### config.mk
export PLATFORM = sky130hd
export DESIGN_NAME = irq_shared_node
export DESIGN_NICKNAME = d
export VERILOG_FILES = /design/src/rtl/irq_node_pkg.sv /design/src/rtl/irq_src_flags.sv /design/src/rtl/irq_pend_ctrl.sv /design/src/rtl/irq_shared_node.sv
export SDC_FILE = /design/constraint.sdc
export NUM_CORES = 1
export LEC_CHECK = 0
export ABC_CLOCK_PERIOD_IN_PS = 1850
export CORE_AREA = 3 3 40 42
export CTS_BUF_LIST = sky130_fd_sc_hd__clkbuf_8
export CTS_CLUSTER_DIAMETER = 200
export DETAILED_ROUTE_END_ITERATION = 6
export DIE_AREA = 0 0 43 45
export SLEW_MARGIN = 20
export SYNTH_ARGS = -nofsm -noshare
export SYNTH_HDL_FRONTEND = slang
export SYNTH_SLANG_ARGS = --single-unit
### constraint.sdc
create_clock -name clk -period 1.85 [get_ports clk]
set_input_delay 0.37 -clock clk [delete_from_list [all_inputs] [get_ports clk]]
set_output_delay 0.37 -clock clk [all_outputs]
set_load 0.01 [all_outputs]
### src/rtl/irq_node_pkg.sv
package irq_node_pkg;
  localparam int unsigned DEF_NUM_SRC = 2;

  typedef enum logic [1:0] {
    PEND_HOLD  = 2'd0,
    PEND_SET   = 2'd1,
    PEND_CLEAR = 2'd2
  } pend_act_e;
endpackage

### src/rtl/irq_src_flags.sv
module irq_src_flags #(
  parameter int unsigned NUM_SRC = 2
) (
  input  logic               clk,
  input  logic               rst_n,
  input  logic [NUM_SRC-1:0] set_i,
  input  logic [NUM_SRC-1:0] clr_i,
  output logic [NUM_SRC-1:0] flags_o
);
  for (genvar g = 0; g < NUM_SRC; g++) begin : g_src
    logic flag_q;
    logic flag_d;
    logic flag_en;

    always_comb begin
      flag_en = set_i[g] | clr_i[g];
      flag_d  = set_i[g];
    end

    always_ff @(posedge clk or negedge rst_n) begin
      if (!rst_n)       flag_q <= 1'b0;
      else if (flag_en) flag_q <= flag_d;
    end

    assign flags_o[g] = flag_q;

    assert_flag_set_R2: assert property (@(posedge clk) disable iff (!rst_n)
      set_i[g] |=> flags_o[g]);
    assert_flag_clr_R3: assert property (@(posedge clk) disable iff (!rst_n)
      (clr_i[g] && !set_i[g]) |=> !flags_o[g]);
  end
endmodule

### src/rtl/irq_pend_ctrl.sv
module irq_pend_ctrl
  import irq_node_pkg::*;
#(
  parameter int unsigned NUM_SRC = 2
) (
  input  logic               clk,
  input  logic               rst_n,
  input  logic [NUM_SRC-1:0] set_i,
  input  logic               node_en_i,
  input  logic               ack_i,
  output logic               pend_o
);
  logic      cap_evt;
  logic      pend_q;
  logic      pend_d;
  logic      pend_en;
  pend_act_e act;

  always_comb begin
    cap_evt = node_en_i & (|set_i);
    if (!node_en_i)   act = PEND_CLEAR;
    else if (cap_evt) act = PEND_SET;
    else if (ack_i)   act = PEND_CLEAR;
    else              act = PEND_HOLD;
    pend_en = (act != PEND_HOLD);
    pend_d  = (act == PEND_SET);
  end

  always_ff @(posedge clk or negedge rst_n) begin
    if (!rst_n)       pend_q <= 1'b0;
    else if (pend_en) pend_q <= pend_d;
  end

  assign pend_o = pend_q;

  assert_capture_R5: assert property (@(posedge clk) disable iff (!rst_n)
    (node_en_i && (|set_i)) |=> pend_o);
  assert_node_off_R7: assert property (@(posedge clk) disable iff (!rst_n)
    !node_en_i |=> !pend_o);
  assert_ack_clear_R8: assert property (@(posedge clk) disable iff (!rst_n)
    (ack_i && !(|set_i)) |=> !pend_o);
  assert_cap_ack_R9: assert property (@(posedge clk) disable iff (!rst_n)
    (ack_i && node_en_i && (|set_i)) |=> pend_o);
endmodule

### src/rtl/irq_shared_node.sv
module irq_shared_node
  import irq_node_pkg::*;
#(
  parameter int unsigned NUM_SRC = DEF_NUM_SRC
) (
  input  logic               clk,
  input  logic               rst_n,
  input  logic [NUM_SRC-1:0] src_set_i,
  input  logic [NUM_SRC-1:0] clr_i,
  input  logic               node_en_i,
  input  logic               glob_en_i,
  input  logic               ack_i,
  output logic [NUM_SRC-1:0] flags_o,
  output logic               any_flag_o,
  output logic               pend_o,
  output logic               irq_o
);
  logic [NUM_SRC-1:0] flags;
  logic               pend;

  irq_src_flags #(.NUM_SRC(NUM_SRC)) u_flags (
    .clk     (clk),
    .rst_n   (rst_n),
    .set_i   (src_set_i),
    .clr_i   (clr_i),
    .flags_o (flags)
  );

  irq_pend_ctrl #(.NUM_SRC(NUM_SRC)) u_pend (
    .clk       (clk),
    .rst_n     (rst_n),
    .set_i     (src_set_i),
    .node_en_i (node_en_i),
    .ack_i     (ack_i),
    .pend_o    (pend)
  );

  always_comb begin
    flags_o    = flags;
    any_flag_o = |flags;
    pend_o     = pend;
    irq_o      = pend & node_en_i & glob_en_i;
  end

  assert_ack_keeps_flags_R8: assert property (@(posedge clk) disable iff (!rst_n)
    (ack_i && !(|src_set_i) && !(|clr_i)) |=> $stable(flags_o));
endmodule

==> results of run 1 <==
## cell families after synthesis
kind of cell | share of synthesized area [%]
buffers and inverters | 15.1
AND/OR/NAND/NOR | 18.5
flip-flops | 50.4
AO/OA/AOI/OAI | 16.0
## cells in the mapped netlist
cell / count / area share [%]
sky130_fd_sc_hd__dfrtp_1: 3 / 50
sky130_fd_sc_hd__o31a_1: 1 / 5.9
sky130_fd_sc_hd__buf_4: 2 / 10
sky130_fd_sc_hd__or2_2: 1 / 4.2
sky130_fd_sc_hd__and3_2: 1 / 5.0
sky130_fd_sc_hd__a21o_1: 2 / 10
sky130_fd_sc_hd__nor2b_4: 1 / 9.2
sky130_fd_sc_hd__inv_1: 2 / 5.0
## cell type report
type,instances,area (sq um),area share [%]
clock inverters,1,3.75,1.15
repair buffers,13,129,39.5
multi-input cells,6,51.3,15.7
well taps,15,18.8,5.75
inverters,2,7.51,2.30
clock buffers,3,41.3,12.6
flip-flops and latches,3,75.1,23.0
## sequential cells by signal, summed over array words and instances, names as in the netlist
signal,flops
u_pend.pend_o,1
u_flags.g_src.flag_q,2
## worst max-delay path, stage by stage, from the launching register on
cell and delay, ps:
sky130_fd_sc_hd__dfrtp_1 380, sky130_fd_sc_hd__or2_2 290, sky130_fd_sc_hd__clkdlybuf4s50_1 480
## per-layer routing
metal | up-vias | wire length, microns | track usage, %
li1 | 69 | - | -
met1 | 57 | 226 | 7.51
met2 | 14 | 113 | 5.99
met3 | 0 | 67 | 3.19
met4 | 0 | 0 | 7.23
met5 | - | 0 | 0
## through the flow
stage	hold slack (ps)	power, W	utilization, %	setup slack (ps)	std cells
3_5_place_dp	493	0.000119	22.0	-73.2	39
6_report	343	0.000300	25.4	124	43
4_1_cts	344	0.000309	25.4	114	43
2_1_floorplan	74.4	0.0000895	-	801	13
5_1_grt	359	0.000317	25.4	69.1	43
3_3_place_gp	486	0.000118	22.0	-77.2	39
## report_power, final
group          switching (W)  total (W)  internal (W)
Sequential        0.00000327  0.0000739     0.0000706
Clock              0.0000422   0.000183      0.000141
Combinational      0.0000125  0.0000433     0.0000307
Total              0.0000579   0.000300      0.000243
## cell usage in the layout, fill, tap and decap left out
cell and n:
sky130_fd_sc_hd__and3_2 1, sky130_fd_sc_hd__clkdlybuf4s50_1 12, sky130_fd_sc_hd__inv_1 3, sky130_fd_sc_hd__o31a_1 1
sky130_fd_sc_hd__clkbuf_8 3, sky130_fd_sc_hd__or2_2 1, sky130_fd_sc_hd__nor2b_4 1, sky130_fd_sc_hd__dlygate4sd2_1 1
sky130_fd_sc_hd__dfrtp_1 3, sky130_fd_sc_hd__a21o_1 2
## worst max-delay path by stage
stage	startpoint	endpoint	depth (start not counted)
after global placement	node_en_i	irq_o	3
after CTS	u_flags.g_src[0].flag_q	any_flag_o	2
after detailed placement	node_en_i	irq_o	3
final	u_flags.g_src[0].flag_q	any_flag_o	2
after global routing	u_flags.g_src[0].flag_q	any_flag_o	2
after floorplan	u_flags.g_src[0].flag_q	any_flag_o	1
==> impl_metrics.toml, run 1 <==
[clocking]
cts_hold_repair.buffers = 0
cts_setup_buffers = 0
cts.sink_count = 3
cts_buffers = 3
cts_repair_resize_count = 1
clk_path_buf_depth = 2
cts_tree = "done"
clk_root_buffer_cell = "sky130_fd_sc_hd__clkbuf_8"
worst_setup_hold_path_clk_slew_ps = 30
clk_latency_ps = 210
htreeDepth = 1

[die]
dieArea_sq_um = 1940
core_area_sq_um = 1280
die_height_microns = 45
die_wd_microns = 43
starting_density_pct = 11.6
count_of_boundary_i_o_pins = 14
fp-row-count = 13

[route]
drt_drc_violations_left = 0
post_drt_via_cell_ratio = 3.26
drt-wirelength-per-cell_microns = 9.47
wl_microns = 407
drt_pass1_iterations = 2
vias = 140
final_antenna_net_count = 0
drt_iter0_drc = 1

[yosys]
fraction_of_the_yosys_area_taken_by_sequential_cells_pct = 50.4
synth.net_count = 22
synth_warnings = 0
ys_ff_latch = 3
synthesis.area_per_instance_sq_um = 11.5
syn_inst = 13
syn_area_sq_um = 149
synth.lib_cells_used.distinct = 8

[final_layout]
layout-area-overhead-vs-synth_pct = 119
final.fill_count = 142
finalNetCount = 38
n_antenna_cell = 0
final_area_sq_um = 327
ratio_of_cells_with_drive_above_1_in_the_final_layout_pct = 21.4

[timing]
timing.final.hold_violations = 0
report.final.setup_viol = 0
maxSlewViolCount = 0
finalCritPeriodShare_pct = 93.3
totalNegativeSetupSlack_ps = 0
least_margin_pin_slew_ps = 146
slew_headroom_pct = 90.2
layout_min_cycle_time_ps = 1730
grt_setup_unrepaired = "false"
skew_ps = 0
max_freq_mhz = 579

[critical_path]
critical_path.reg2reg.endpoint = "u_pend.pend_o"
path_class = "reg2out"
worst_setup_path_end_kind = "primary output"
crit-reg2reg-launch = "u_pend.pend_o"
r2r.worst_path.cells = 2
timing.reg2reg.setup_slack_ps = 1000
worst-path-max-fanout = 3
worstSetupStartpointType = "flop"
critical_path_required_ps = 1480
cp.arrival_ps = 1360

[grt]
grt-ovfl-total = 0
grt_use_total_pct = 5.92
grt_start_max_net_pins = 4
first_global_vias = 163
global_route_wire_length_before_repair_microns = 759
antenna_found_initial = 0

[outcome]
outcome = "complete, no violations"

[placement]
dpl-instance-area_sq_um = 283
gp_congestion = 0.705
count_of_input_and_output_buffers = 13

[power_and_ir_drop]
ir_drop_v = 0.000310
power_density_nw_per_um2 = 920
leakage_nw = 0.153

[run]
drv.max_cap_violation_count = 0

[min_path]
min-delay-path-class = "in2async"
(Power assumes the default switching activity.)
==> run 2, diff against run 1 <==
--- a/config.mk
+++ b/config.mk
@@ -6,11 +6,12 @@
 export NUM_CORES = 1
 export LEC_CHECK = 0
 export ABC_CLOCK_PERIOD_IN_PS = 1850
-export CORE_AREA = 3 3 40 42
+export CORE_AREA = 2 2 39 41
 export CTS_BUF_LIST = sky130_fd_sc_hd__clkbuf_8
 export CTS_CLUSTER_DIAMETER = 200
 export DETAILED_ROUTE_END_ITERATION = 6
-export DIE_AREA = 0 0 43 45
+export DIE_AREA = 0 0 41 43
+export SKIP_CTS_REPAIR_TIMING = 1
 export SLEW_MARGIN = 20
 export SYNTH_ARGS = -nofsm -noshare
 export SYNTH_HDL_FRONTEND = slang
==> run 2 against run 1 <==
Clock skew stayed put. Utilization is 1.5 points lower. Worst hold slack worse by 6.1 ps. Via count is 10% higher. Routed wire length is 11% lower. Sequential share of layout area is 0.35 points lower. Critical path depth stayed put.
==> impl_metrics.toml, run 2 (synthesis results as in run 1) <==
[grt]
grt_start_max_net_pins = 4
antenna_found_initial = 0
first_global_vias = 145
grt_use_total_pct = 5.63
grt-ovfl-total = 0
global_route_wire_length_before_repair_microns = 503

[clocking]
htreeDepth = 1
cts_tree = "done"
worst_setup_hold_path_clk_slew_ps = 30
cts.sink_count = 3
clk_path_buf_depth = 2
clk_latency_ps = 210
clk_root_buffer_cell = "sky130_fd_sc_hd__clkbuf_8"
cts_buffers = 3

[final_layout]
post-route-util_pct = 24.0
ratio_of_cells_with_drive_above_1_in_the_final_layout_pct = 21.4
final.fill_count = 161
multi_input_combinational_cell_area_sq_um = 51.3
largest_register_by_flop_count = "u_flags.g_src.flag_q"
n_antenna_cell = 0
register_area_sq_um = 75.1
layout.cells.most_common_list = "12 x sky130_fd_sc_hd__clkdlybuf4s50_1, 3 x sky130_fd_sc_hd__inv_1, 3 x sky130_fd_sc_hd__clkbuf_8, 3 x sky130_fd_sc_hd__dfrtp_1, 2 x sky130_fd_sc_hd__a21o_1"
layout-area-overhead-vs-synth_pct = 123
finalNetCount = 38
layout.cells.most_common = "sky130_fd_sc_hd__clkdlybuf4s50_1"
largest_register_ffs = 2

[power_and_ir_drop]
seqPwrFrac_pct = 24.4
comb_power_share_pct = 14.3
power.share.clock_pct = 61.3
power_density_nw_per_um2 = 907
netSwitchingFraction_pct = 19.2
ir_drop_v = 0.000189
leakage_nw = 0.165
p_int_w = 0.000243
switchingPower_w = 0.0000579

[timing]
least_margin_pin_slew_ps = 135
maxSlewViolCount = 0
skew_ps = 0
grt_setup_unrepaired = "false"
layout_min_cycle_time_ps = 1720
timing.final.hold_violations = 0
max_freq_mhz = 581
report.final.setup_viol = 0
finalCritPeriodShare_pct = 93.1
worst_hold_slack_ps = 337
slew_headroom_pct = 91.0

[die]
dieArea_sq_um = 1760
core_area_sq_um = 1380
count_of_boundary_i_o_pins = 14
die_wd_microns = 41
starting_density_pct = 10.8
fp-row-count = 14
die_height_microns = 43

[route]
post_drt_via_cell_ratio = 3.50
drt-wirelength-per-cell_microns = 8.25
wl_microns = 363
drt_pass1_iterations = 1
drt_iter0_drc = 0
drt_drc_violations_left = 0
final_antenna_net_count = 0
vias = 154

[critical_path]
worst-path-max-fanout = 3
cp.arrival_ps = 1350
path_class = "reg2out"
worstSetupStartpointType = "flop"
critical_path_required_ps = 1480
worst_setup_path_end_kind = "primary output"

[placement]
place.detailed.hpwl_microns = 277
count_of_input_and_output_buffers = 13
gp_congestion = 0.448

[run]
drv.max_cap_violation_count = 0

[outcome]
outcome = "complete, no violations"

[min_path]
min-delay-path-class = "in2async"
-- run 2: area by class of cell --
type	count	area share, %
clock buffers	3	12.5
inverters	2	2.26
well taps	16	6.04
clock inverters	1	1.13
flip-flops and latches	3	22.6
repair buffers	13	40.0
multi-input cells	6	15.5
-- run 2: critical path, cell delays in order, from the launching register on --
cell and delay [ps]:
sky130_fd_sc_hd__dfrtp_1 370, sky130_fd_sc_hd__or2_2 290, sky130_fd_sc_hd__clkdlybuf4s50_1 470
-- run 2: through the flow --
step / total power [W] / setup TNS (ps) / worst slack (ps) / instances / area, sq um
2_1_floorplan: 0.0000895 / 0 / 801 / 13 / 149
3_3_place_gp: 0.000118 / -42.9 / -42.9 / 40 / 284
3_5_place_dp: 0.000118 / -50.0 / -50.0 / 40 / 284
4_1_cts: 0.000309 / -55.6 / -55.6 / 44 / 329
5_1_grt: 0.000325 / 0 / 87.4 / 44 / 332
6_report: 0.000301 / 0 / 128 / 44 / 332
-- run 2: power groups by stage --
stage	sequential, W	clock, W	combinational, W
2_1_floorplan	0.0000745	0	0.0000151
3_3_place_gp	0.0000741	0	0.0000436
3_5_place_dp	0.0000743	0	0.0000440
4_1_cts	0.0000735	0.000192	0.0000441
5_1_grt	0.0000738	0.000204	0.0000474
6_report	0.0000735	0.000184	0.0000431
-- run 2: path summary, 6_finish.rpt --
kind                                                 to  depth (start not counted)                     from  slack, ps
worst max-delay path                         any_flag_o                          2  u_flags.g_src[0].flag_q        130
worst min-delay path            u_flags.g_src[0].flag_q                          1                    rst_n        340
worst max register to register            u_pend.pend_o                          2            u_pend.pend_o       1010
worst min register to register  u_flags.g_src[1].flag_q                          1  u_flags.g_src[1].flag_q        490
max in group asynchronous                 u_pend.pend_o                          1                    rst_n       1370
min in group clk                u_flags.g_src[1].flag_q                          1  u_flags.g_src[1].flag_q        490
-- run 2: per-layer routing --
layer / share of wire [%] / GRT usage [%]
met1: 23 / 2.27
met2: 52 / 7.50
met3: 19 / 2.09
met4: 5.2 / 14.0
met5: 0 / 0
==> run 3, diff against run 2 <==
==> constraint.sdc (replaced) <==
create_clock -name clk -period 1.85 [get_ports clk]
set_input_delay 0.37 -clock clk [delete_from_list [all_inputs] [get_ports clk]]
set_output_delay 0.37 -clock clk [all_outputs]
set_load 0.02 [all_outputs]
==> run 3 against run 2 <==
Cell area is the same. Sequential cell count unchanged. Critical path type unchanged. Sequential share of layout area stayed put. First-iteration DRC count unchanged. Combinational power rose by 12%. Sequential power is essentially flat. Utilization is the same. Largest cell class unchanged. Fmax shrank 3.4%. Setup slack got worse by 60 ps.
==> impl_metrics.toml, run 3 (synthesis results as in run 1) <==
[route]
wl_microns = 354
drt_iter0_drc = 0
vias = 154
drt_pass1_iterations = 1
drt_drc_violations_left = 0
post_drt_via_cell_ratio = 3.50
final_antenna_net_count = 0
drt-wirelength-per-cell_microns = 8.05

[placement]
count_of_input_and_output_buffers = 13
place_inst = 40
gp_congestion = 0.457

[clocking]
clk_path_buf_depth = 2
cts_buffers = 3
clk_root_buffer_cell = "sky130_fd_sc_hd__clkbuf_8"
worst_setup_hold_path_clk_slew_ps = 30
cts_tree = "done"
cts.sink_count = 3
clk_latency_ps = 210
htreeDepth = 1

[final_layout]
layout-area-overhead-vs-synth_pct = 123
stdcell_count = 44
layout.cells.most_common = "sky130_fd_sc_hd__clkdlybuf4s50_1"
post-route-util_pct = 24.0
finalNetCount = 38
n_antenna_cell = 0
ratio_of_cells_with_drive_above_1_in_the_final_layout_pct = 21.4
layout.cells.most_common_list = "12 x sky130_fd_sc_hd__clkdlybuf4s50_1, 3 x sky130_fd_sc_hd__inv_1, 3 x sky130_fd_sc_hd__clkbuf_8, 3 x sky130_fd_sc_hd__dfrtp_1, 2 x sky130_fd_sc_hd__a21o_1"
largest_register_by_flop_count = "u_flags.g_src.flag_q"
largest_register_ffs = 2

[die]
die_wd_microns = 41
core_area_sq_um = 1380
die_height_microns = 43
fp-row-count = 14
starting_density_pct = 10.8
count_of_boundary_i_o_pins = 14
dieArea_sq_um = 1760

[critical_path]
worst_path_max_delay_cell = "sky130_fd_sc_hd__clkdlybuf4s50_1"
timing.critical_path.cells = "or2_2 > clkdlybuf4s50_1"
cp_slowest_stage_delay_ps = 530
worst-path-max-fanout = 3
crit_family = "buffers and inverters"
worstSetupStartpointType = "flop"
worst_setup_path_end_kind = "primary output"
r2r.worst_path.cells = 2
timing.critical_path.depth = 2
critical_path_required_ps = 1480
cp_num_buf_inv = 1
cp.arrival_ps = 1410
path_class = "reg2out"
timing.reg2reg.setup_slack_ps = 1010

[timing]
skew_ps = 0
grt_setup_unrepaired = "false"
layout_min_cycle_time_ps = 1780
least_margin_pin_slew_ps = 226
timing.final.hold_violations = 0
finalCritPeriodShare_pct = 96.3
report.final.setup_viol = 0
maxSlewViolCount = 0
max_freq_mhz = 561
slew_headroom_pct = 84.9

[power_and_ir_drop]
ir_drop_v = 0.000207
leakage_nw = 0.165
power_density_nw_per_um2 = 917

[outcome]
outcome = "complete, no violations"

[grt]
grt-ovfl-total = 0
first_global_vias = 143
grt_start_max_net_pins = 4
global_route_wire_length_before_repair_microns = 455
antenna_found_initial = 0
grt_use_total_pct = 4.93

[run]
drv.max_cap_violation_count = 0

[min_path]
min-delay-path-class = "in2async"
==> run 3: cell counts in the layout (fill, tap and decap cells not counted) <==
Identical to the previous run, type by type.
==> run 3: final cells by class <==
class                      instances  area [sq um]
fill                             165          1050
timing repair buffer              13           133
sequential                         3          75.1
multi-input combinational          6          51.3
clock buffer                       3          41.3
tap                               16          20.0
inverter                           2          7.51
clock inverter                     1          3.75
==> run 3: worst paths after layout <==
kind | to | start
worst max register to register | u_pend.pend_o | u_pend.pend_o
worst min-delay path | u_pend.pend_o | rst_n
worst max-delay path | any_flag_o | u_flags.g_src[0].flag_q
worst min register to register | u_flags.g_src[1].flag_q | u_flags.g_src[1].flag_q
min in group clk | u_flags.g_src[1].flag_q | u_flags.g_src[1].flag_q
max in group asynchronous | u_flags.g_src[1].flag_q | rst_n
==> run 3: worst reg2reg max path, cell delays in order (launching register included) <==
cell	delay, ps
sky130_fd_sc_hd__dfrtp_1	380
sky130_fd_sc_hd__nor2b_4	120
sky130_fd_sc_hd__o31a_1	230
==> run 3: power by group <==
part	switching, W	total [W]	internal (W)
logic	0.0000170	0.0000482	0.0000312
clock network	0.0000414	0.000183	0.000141
registers	0.00000282	0.0000734	0.0000706
total	0.0000612	0.000304	0.000243
==> run 3: stage by stage <==
| stage | worst slack [ps] | setup TNS (ps) | power [W] | hold slack (ps) | area [sq um] |
|---|---|---|---|---|---|
| 6_report | 68.5 | 0 | 0.000304 | 339 | 332 |
| 5_1_grt | 35.4 | 0 | 0.000322 | 341 | 332 |
| 4_1_cts | -124 | -124 | 0.000313 | 336 | 329 |
| 3_5_place_dp | -118 | -118 | 0.000123 | 489 | 284 |
| 3_3_place_gp | -111 | -111 | 0.000123 | 481 | 284 |
| 2_1_floorplan | 765 | 0 | 0.0000946 | 74.4 | 149 |
==> run 3: per-layer routing <==
layer  vias to the layer above  wire (microns)  track usage (%)
met3                         2              69             2.09
met5                         -               0                0
met1                        70              90             2.27
met4                         0              19             12.0
met2                        12             175             6.25
li1                         70               -                -
